<file path="src/rtl/sls_pkg.sv">
package sls_pkg;
  typedef enum logic [1:0] {
    ST_IDLE = 2'd0,
    ST_LOAD = 2'd1,
    ST_PROG = 2'd2
  } sls_state_e;
endpackage

</file>
<file path="src/rtl/sls_strobe_dec.sv">
module sls_strobe_dec #(
  parameter int ADDR_W = 18,
  parameter int DATA_W = 8
) (
  input  logic              clk_i,
  input  logic              rst_ni,
  input  logic              ce_ni,
  input  logic              we_ni,
  input  logic              oe_ni,
  input  logic [ADDR_W-1:0] addr_i,
  input  logic [DATA_W-1:0] data_i,
  output logic              active_o,
  output logic              fire_o,
  output logic [ADDR_W-1:0] cap_addr_o,
  output logic [ADDR_W-1:0] live_addr_o,
  output logic [DATA_W-1:0] cap_data_o
);
  logic              act, act_q;
  logic [ADDR_W-1:0] addr_q;
  logic [DATA_W-1:0] data_q;

  assign act = ~ce_ni & ~we_ni & oe_ni;

  always_ff @(posedge clk_i or negedge rst_ni) begin
    if (!rst_ni) begin
      act_q  <= 1'b0;
      addr_q <= '0;
      data_q <= '0;
    end else begin
      act_q <= act;
      if (act && !act_q) addr_q <= addr_i;   // last falling control edge
      if (act) data_q <= data_i;             // value held until first rising edge
    end
  end

  assign active_o    = act;
  assign fire_o      = act_q & ~act;
  assign cap_addr_o  = addr_q;
  assign cap_data_o  = data_q;
  assign live_addr_o = (act && !act_q) ? addr_i : addr_q;
endmodule

</file>
<file path="src/rtl/sls_timer.sv">
module sls_timer #(
  parameter int LIMIT = 7500
) (
  input  logic clk_i,
  input  logic rst_ni,
  input  logic run_i,
  input  logic clr_i,
  output logic expire_o
);
  localparam int CNT_W = $clog2(LIMIT + 1);
  localparam logic [CNT_W-1:0] LAST = CNT_W'(LIMIT - 1);

  logic [CNT_W-1:0] cnt_q;

  always_ff @(posedge clk_i or negedge rst_ni) begin
    if (!rst_ni)               cnt_q <= '0;
    else if (!run_i || clr_i)  cnt_q <= '0;
    else if (cnt_q != LAST)    cnt_q <= cnt_q + 1'b1;
  end

  assign expire_o = run_i & ~clr_i & (cnt_q == LAST);
endmodule

</file>
<file path="src/rtl/sector_load_seq.sv">
module sector_load_seq #(
  parameter int ADDR_W      = 18,
  parameter int OFF_W       = 8,
  parameter int DATA_W      = 8,
  parameter int TIMEOUT_CYC = 7500,
  parameter int PROG_CYC    = 500000
) (
  input  logic                      clk_i,
  input  logic                      rst_ni,
  input  logic                      ce_ni,
  input  logic                      we_ni,
  input  logic                      oe_ni,
  input  logic [ADDR_W-1:0]         addr_i,
  input  logic [DATA_W-1:0]         data_i,
  input  logic                      unlocked_i,
  output logic                      busy_o,
  output logic [ADDR_W-OFF_W-1:0]   prog_sector_o,
  output logic                      buf_we_o,
  output logic [OFF_W-1:0]          buf_addr_o,
  output logic [DATA_W-1:0]         buf_data_o,
  output logic                      commit_o,
  output logic                      sector_err_o
);
  import sls_pkg::*;

  localparam int SECT_W = ADDR_W - OFF_W;

  logic              active, fire;
  logic [ADDR_W-1:0] cap_addr, live_addr;
  logic [DATA_W-1:0] cap_data;
  logic [SECT_W-1:0] cap_sect, live_sect;
  logic              same_sect, fire_ok, rearm;
  logic              to_expire, pg_expire;

  sls_state_e        state_q;
  logic [SECT_W-1:0] sect_q;
  logic              we_q, err_q, commit_q;
  logic [OFF_W-1:0]  baddr_q;
  logic [DATA_W-1:0] bdata_q;

  sls_strobe_dec #(.ADDR_W(ADDR_W), .DATA_W(DATA_W)) u_dec (
    .clk_i       (clk_i),
    .rst_ni      (rst_ni),
    .ce_ni       (ce_ni),
    .we_ni       (we_ni),
    .oe_ni       (oe_ni),
    .addr_i      (addr_i),
    .data_i      (data_i),
    .active_o    (active),
    .fire_o      (fire),
    .cap_addr_o  (cap_addr),
    .live_addr_o (live_addr),
    .cap_data_o  (cap_data)
  );

  assign cap_sect  = cap_addr[ADDR_W-1:OFF_W];
  assign live_sect = live_addr[ADDR_W-1:OFF_W];
  assign same_sect = (cap_sect == sect_q);
  assign fire_ok   = fire & same_sect;
  // a strobe into the open sector holds the window while it lasts
  assign rearm     = fire_ok | (active & (live_sect == sect_q));

  sls_timer #(.LIMIT(TIMEOUT_CYC)) u_idle_tmr (
    .clk_i    (clk_i),
    .rst_ni   (rst_ni),
    .run_i    (state_q == ST_LOAD),
    .clr_i    (rearm),
    .expire_o (to_expire)
  );

  sls_timer #(.LIMIT(PROG_CYC)) u_prog_tmr (
    .clk_i    (clk_i),
    .rst_ni   (rst_ni),
    .run_i    (state_q == ST_PROG),
    .clr_i    (1'b0),
    .expire_o (pg_expire)
  );

  always_ff @(posedge clk_i or negedge rst_ni) begin
    if (!rst_ni) begin
      state_q  <= ST_IDLE;
      sect_q   <= '0;
      we_q     <= 1'b0;
      err_q    <= 1'b0;
      commit_q <= 1'b0;
      baddr_q  <= '0;
      bdata_q  <= '0;
    end else begin
      we_q     <= 1'b0;
      err_q    <= 1'b0;
      commit_q <= 1'b0;
      unique case (state_q)
        ST_IDLE: begin
          if (fire) begin
            if (unlocked_i) begin
              sect_q  <= cap_sect;
              we_q    <= 1'b1;
              baddr_q <= cap_addr[OFF_W-1:0];
              bdata_q <= cap_data;
              state_q <= ST_LOAD;
            end else begin
              state_q <= ST_PROG;   // timer runs, nothing stored
            end
          end
        end
        ST_LOAD: begin
          if (to_expire) begin
            commit_q <= 1'b1;
            state_q  <= ST_PROG;
          end else if (fire) begin
            if (same_sect) begin
              we_q    <= 1'b1;
              baddr_q <= cap_addr[OFF_W-1:0];
              bdata_q <= cap_data;
            end else begin
              err_q <= 1'b1;
            end
          end
        end
        ST_PROG: begin
          if (pg_expire) state_q <= ST_IDLE;
        end
        default: state_q <= ST_IDLE;
      endcase
    end
  end

  assign busy_o        = (state_q == ST_PROG);
  assign prog_sector_o = sect_q;
  assign buf_we_o      = we_q;
  assign buf_addr_o    = baddr_q;
  assign buf_data_o    = bdata_q;
  assign commit_o      = commit_q;
  assign sector_err_o  = err_q;
endmodule

</file>
<file path="config.mk">
export PLATFORM = sky130hd
export DESIGN_NAME = sector_load_seq
export DESIGN_NICKNAME = d
export VERILOG_FILES = /design/src/rtl/sls_pkg.sv /design/src/rtl/sls_strobe_dec.sv /design/src/rtl/sls_timer.sv /design/src/rtl/sector_load_seq.sv
export SDC_FILE = /design/constraint.sdc
export NUM_CORES = 1
export LEC_CHECK = 0
export BUFFER_PORTS_ARGS = -buffer_cell sky130_fd_sc_hd__buf_2
export CELL_PAD_IN_SITES_DETAIL_PLACEMENT = 1
export CELL_PAD_IN_SITES_GLOBAL_PLACEMENT = 1
export CORE_UTILIZATION = 35
export CTS_CLUSTER_SIZE = 25
export DETAILED_ROUTE_END_ITERATION = 6
export GPL_TIMING_DRIVEN = 1
export PLACE_DENSITY_LB_ADDON = 0.1
export SLEW_MARGIN = 30
export SYNTH_ARGS = -nofsm -noshare
export SYNTH_HDL_FRONTEND = slang
export SYNTH_SLANG_ARGS = --single-unit
</file>
<file path="constraint.sdc">
create_clock -name clk_i -period 3.5 [get_ports clk_i]
set_clock_uncertainty 0.15 [all_clocks]
set_input_delay 0.525 -clock clk_i [delete_from_list [all_inputs] [get_ports clk_i]]
set_output_delay 0.525 -clock clk_i [all_outputs]
set_load 0.01 [all_outputs]
</file>
==> After elaboration in Yosys (flattened, before gate mapping) <==
Cells that the tools add are included.
{ "word_totals": {"register_bits": 90, "inputBits": 32, "out_inout_bits": 30} }
{ "op_classes": {"n_addsub": 2, "n_eq_ne": 16, "mux": 34, "bitwise_logic": 13, "n_reduce_logical": 10} }
{ "ops": {"columns": ["cell", "n"], "rows": [
  ["two-way mux 8 bit", 10],
  ["two-way mux 19 bit", 2],
  ["one-hot mux 8 bit (2 select lines)", 2],
  ["two-way mux 13 bit", 2],
  ["== test 10 bit", 2],
  ["adder 19 x 1 -> 19 bit (second input constant)", 1],
  ["== test 19 bit (second input constant)", 1],
  ["inequality test 19 bit (second input constant)", 1],
  ["two-way mux 18 bit", 1],
  ["adder 13 x 1 -> 13 bit (second input constant)", 1],
  ["== test 13 bit (second input constant)", 1],
  ["inequality test 13 bit (second input constant)", 1],
  ["inequality test 2 bit (second input constant)", 6],
  ["two-way mux 1 bit", 11],
  ["AND 1 bit", 8],
  ["two-way mux 2 bit", 4],
  ["one-hot mux 2 bit (3 select lines)", 1],
  ["AND reduction 3 bit", 2],
  ["AND reduction 6 bit", 1],
  ["inequality test 2 x 1 -> 1 bit (second input constant)", 2],
  ["NOT 1 bit", 4],
  ["nonzero test 2 bit", 2],
  ["== test 2 x 1 -> 1 bit (second input constant)", 1],
  ["== test 2 bit (second input constant)", 1],
  ["6 further kinds", 7]
]} }

==> Longest topological paths before layout <==
{ "logic_depth": {"word_depth": 13, "mapped_depth": 10, "ltp_nobuf": 7} }

==> By module <==
Synthesis repeated with hierarchy kept, for this count alone.
{ "hier_totals": {"hier_cells": 355, "area_unflattened_um2": 4286.6} }
{ "modules_own_cells": {"columns": ["module", "n_inst", "cells_each", "area_each_um2", "seq_area_each_um2"], "rows": [
  ["sector_load_seq", 1, 103, 1471.4, 775.7],
  ["sls_timer at u_prog_tmr", 1, 119, 1082.3, 475.5],
  ["sls_strobe_dec", 1, 58, 1022.2, 675.6],
  ["sls_timer at u_idle_tmr", 1, 75, 710.7, 325.3]
]} }

==> Worst setup path after synthesis <==
Ideal clock, no wire load.
{ "synth_timing": {"path_type": "in2reg", "from": "input we_ni", "to": "register u_idle_tmr.cnt_q[10]", "t_arrival_ns": 2.133, "slack_ns": 1.075, "stages": 9, "n_path_buf": 3, "cell_sequence": "nor4b_4 buf_6 mux2i_1 xnor2_1 nor3_1 and4_1 buf_6 buf_12 nor3_2"} }
{ "synth_between": {"elab_chain_len": 10} }
{ "synth_lines": {"columns": ["item", "line", "text"], "rows": [
  ["from (decl)", "sector_load_seq.sv:11", "input logic we_ni,"],
  ["NOT 1 bit (*)", "sls_strobe_dec.sv:22", "assign act = ~ce_ni & ~we_ni & oe_ni;"],
  ["AND 1 bit (*) (2 in a row)", "sls_strobe_dec.sv:22", null],
  ["logical AND 1 bit", "sls_strobe_dec.sv:40", "assign live_addr_o = (act && !act_q) ? addr_i : addr_q;"],
  ["two-way mux 18 bit", null, null],
  ["== test 10 bit", "sector_load_seq.sv:61", "assign rearm = fire_ok | (active & (live_sect == sect_q));"],
  ["AND 1 bit", "sector_load_seq.sv:61", null],
  ["OR 1 bit (*)", "sector_load_seq.sv:61", null],
  ["logical OR 1 bit (*)", "sls_timer.sv:17", "else if (!run_i || clr_i) cnt_q <= '0;"],
  ["two-way mux 13 bit / nonzero test 2 bit (equally long branches)", null, null],
  ["to (signal assigned)", "sls_timer.sv:18", "else if (cnt_q != LAST) cnt_q <= cnt_q + 1'b1;"],
  ["to (decl)", "sls_timer.sv:13", "logic [CNT_W-1:0] cnt_q;"]
]} }
Mark *: on every way between the ends. The rest lies on a longest branch, timed or not.
A chain may end at the register's enable or synchronous reset.

==> Worst setup path after layout <==
{ "layout_timing": {"from": "register u_dec.act_q", "to": "register state_q[1]"} }
{ "layout_between": {"elab_chain_len": 11} }
{ "layout_lines": {"columns": ["item", "line", "text"], "rows": [
  ["from (decl)", "sls_strobe_dec.sv:18", "logic act, act_q;"],
  ["from (signal assigned)", "sls_strobe_dec.sv:30", "act_q <= act;"],
  ["logical NOT 1 bit", "sls_strobe_dec.sv:40", null],
  ["logical AND 1 bit", "sls_strobe_dec.sv:40", null],
  ["two-way mux 18 bit", null, null],
  ["== test 10 bit", "sector_load_seq.sv:61", null],
  ["AND 1 bit", "sector_load_seq.sv:61", null],
  ["OR 1 bit", "sector_load_seq.sv:61", null],
  ["NOT 1 bit", "sls_timer.sv:21", "assign expire_o = run_i & ~clr_i & (cnt_q == LAST);"],
  ["AND 1 bit (2 in a row)", "sls_timer.sv:21", null],
  ["inequality test 2 bit (no source line)", null, null],
  ["AND reduction 3 bit (no source line) (*)", null, null],
  ["to (signal assigned)", "sector_load_seq.sv:81", "state_q <= ST_IDLE;"],
  ["to (signal assigned)", "sector_load_seq.sv:100", "state_q <= ST_LOAD;"],
  ["to (signal assigned)", "sector_load_seq.sv:102", "state_q <= ST_PROG;"],
  ["to (decl)", "sector_load_seq.sv:35", "sls_state_e state_q;"]
]} }
Marks and branches as above.

==> flow_metrics.py <==
metrics = {
    "run_status": {
        "status": "finished with violations",
        "violations": "DRC",
    },
    "die": {
        "initial_core_util": 0.365,
        "die_w_um": 112,
        "die_area_sq_mm": 0.0125,
        "io_pins": 62,
        "rows": 39,
        "core_sq_mm": 0.0116,
        "die_y_um": 112,
    },
    "logic_synthesis": {
        "yosys-top-cells-area": "dfrtp_1, mux2_2, xor2_1",
        "synth_top_area_cell": "dfrtp_1",
        "avgSynthCellArea_sq_um": 11.8,
        "syn_inst": 359,
        "synthesis.nets": 393,
        "synthFlopType": "dfrtp_1",
        "ys_seq_area_frac": 0.534,
        "synth_largest_type_area_fraction": 0.534,
        "synthArstFlopShare": 1.00,
        "ys_warn_count": 0,
        "ys_seq_elements": 90,
        "synth_edf_count": 0,
        "synth_cell_type_count": 47,
        "syn-cell-area_sq_mm": 0.00422,
    },
    "timing": {
        "drv_slew": 0,
        "finalSetupTns_ns": 0,
        "grt_setup_unrepaired": "no",
        "maxSlewHeadroom": 0.492,
        "fin_crit_ns": 2.69,
        "fmax_mhz": 371,
        "tightest_slew_ns": 0.756,
        "setup_slack_ns": 0.805,
        "setup_viol": 0,
        "hold_viol_final": 0,
        "finalCritPeriodShare": 0.770,
    },
    "worst_hold_path": {
        "worstHoldPathType": "in2async",
    },
    "place": {
        "dp.cells": 560,
        "numPortBuffers": 61,
        "gp_congestion": 0.705,
        "dp_slack_ns": 0.578,
        "dp_hpwl_um": 6080,
        "dpl_cell_area_sq_mm": 0.00469,
    },
    "cells_and_area": {
        "layout_commonest_cell": "dfrtp_1",
        "fin_area_sq_mm": 0.00498,
        "post-route-util": 0.431,
        "layout-drive-gt1-share": 0.323,
        "syn2layout_area_growth_pct": 18.0,
        "antenna_cells": 0,
        "final_cells": 576,
        "most-common-layout-cells": "dfrtp_1, buf_2, nand2_1",
        "final_nets": 462,
    },
    "cts": {
        "clkTransAtPathRegs_ns": 0.07,
        "htree_levels": 3,
        "post_cts_buffers": 0,
        "clk_path_buf_depth": 2,
        "clkLatencyLatePin_ns": 0.34,
        "tritoncts": "built",
        "cts-hold-fix-buffers": 0,
        "post_cts_resized": 0,
        "numCtsBuffers": 9,
        "clockRootBuffer": "clkbuf_16",
        "cts.sinks": 90,
    },
    "global_route": {
        "grt_pass1_vias": 3021,
        "grt_overflow_total": 0,
        "grt.total_usage": 0.154,
        "grt_pass1_wl_um": 15200,
        "grt_max_degree": 91,
        "grt_antenna_before_repair": 0,
    },
    "setup_path": {
        "rr_worst_depth": 8,
        "critPathLaunch": "u_dec.act_q$_DFF_PN0_",
        "reg2reg_to": "state_q[1]$_DFFE_PN0P_",
        "cp_data_required_time_ns": 3.56,
        "arrival_ns": 2.76,
        "worstSetupStartpointType": "flop",
        "r2r_start": "u_dec.act_q$_DFF_PN0_",
        "crit_fanout": 21,
        "endpoint_kind": "flop",
        "endpoint": "state_q[1]$_DFFE_PN0P_",
        "rrSetupSlack_ns": 0.81,
        "critPathKind": "reg2reg",
    },
    "power_and_ir_drop": {
        "peakVddDrop_uv": 339,
        "pwr_density_cell_mw_per_mm2": 650,
        "power_leakage_nw": 2.28,
    },
    "route": {
        "drt-pass1-iter-count": 6,
        "dr_total_vias": 2867,
        "vias_per_cell": 4.98,
        "drtIter0Drc": 92,
        "wire_per_inst_um": 15.2,
        "wl_um": 8770,
        "drc": 1,
        "ant_nets": 0,
    },
    "run": {
        "drv_cap": 0,
    },
}
-- worst min-delay path by stage --
stage / slack (ns) / end / start
2_1_floorplan: 0.08 / buf_addr_o[0]$_DFFE_PN0P_ / rst_ni
3_5_place_dp: 0.31 / u_dec.cap_data_o[1]$_DFFE_PN0P_ / u_dec.cap_data_o[1]$_DFFE_PN0P_
4_1_cts: 0.1 / u_idle_tmr.cnt_q[7]$_DFFE_PN0P_ / rst_ni
3_3_place_gp: 0.30 / u_dec.cap_data_o[0]$_DFFE_PN0P_ / u_dec.cap_data_o[0]$_DFFE_PN0P_
5_1_grt: 0.11 / commit_o$_DFF_PN0_ / rst_ni
6_report: 0.05 / u_idle_tmr.cnt_q[7]$_DFFE_PN0P_ / rst_ni
-- routing by layer --
layer  vias up  GRT usage  wire length [um]
met2        45      0.234              3960
met1      1439      0.202              4180
met5         -          0                 0
met3        13     0.0414               433
met4         0     0.0802               196
li1       1370          -                 -
-- flip-flops by register name, indices dropped and copies added (netlist names) --
signal            count
sector_err_o          1
buf_we_o              1
prog_sector_o        10
u_dec.cap_data_o      8
buf_addr_o            8
u_prog_tmr.cnt_q     19
state_q               2
u_dec.act_q           1
buf_data_o            8
u_dec.cap_addr_o     18
commit_o              1
u_idle_tmr.cnt_q     13
-- where the power goes --
part / internal, mW / leakage (nW) / switching [mW] / total (mW)
sequential: 1.27 / 1.16 / 0.193 / 1.46
clock: 0.509 / 0.141 / 0.424 / 0.934
combinational: 0.410 / 0.972 / 0.432 / 0.843
total: 2.19 / 2.28 / 1.05 / 3.24
-- metrics by stage --
stage               hold slack (ns)  total power, mW
CTS                          0.0957             3.29
detailed placement            0.314             2.34
global route                  0.110             3.43
finish                       0.0525             3.24
floorplan                    0.0794             2.00
global placement              0.302             2.32
-- cell families (layout without fill, tap and decap cells) --
kind of cell / after synthesis / count (layout) / share of synthesized area
AO/OA/AOI/OAI: 21 / 21 / 0.0397
buffers and inverters: 25 / 99 / 0.0323
multiplexers: 43 / 43 / 0.116
XOR/XNOR: 44 / 44 / 0.0949
adder cells (fa/ha/maj): 2 / 2 / 0.00593
AND/OR/NAND/NOR: 134 / 134 / 0.178
flip-flops: 90 / 90 / 0.534
-- worst max-delay path, cell delays in order, from the launching register on --
cell and delay [ns]:
dfrtp_1 0.44, nor4b_4 0.22, buf_4 0.34, mux2i_1 0.32, xnor2_1 0.10, nor3_1 0.36
and4_1 0.24, buf_4 0.24, o32ai_1 0.13
-- synthesized netlist by cell type (all sizes together) (2+ instances only) --
| library cell | n |
|---|---|
| a31oi | 2 |
| nor4 | 3 |
| and4 | 3 |
| dfrtp | 90 |
| inv | 14 |
| nand3b | 4 |
| nand2 | 45 |
| buf | 5 |
| nor3 | 17 |
| o21ai | 6 |
| mux2i | 6 |
| and3 | 8 |
| xnor2 | 17 |
| clkbuf | 5 |
| ha | 2 |
| mux2 | 37 |
| nand3 | 10 |
| xor2 | 27 |
| nor2 | 27 |
| nor4b | 2 |
| nand4 | 11 |
| a21oi | 4 |
-- layout make-up --
class                   count  area [sq um]
clock buffers              10           239
clock inverters             6          50.0
fillers                  1256          6580
inverters                  15          56.3
multi-input cells         244          1830
flip-flops and latches     90          2250
well taps                 143           179
repair buffers             68           373
Power figures use the tool's default switching activity.
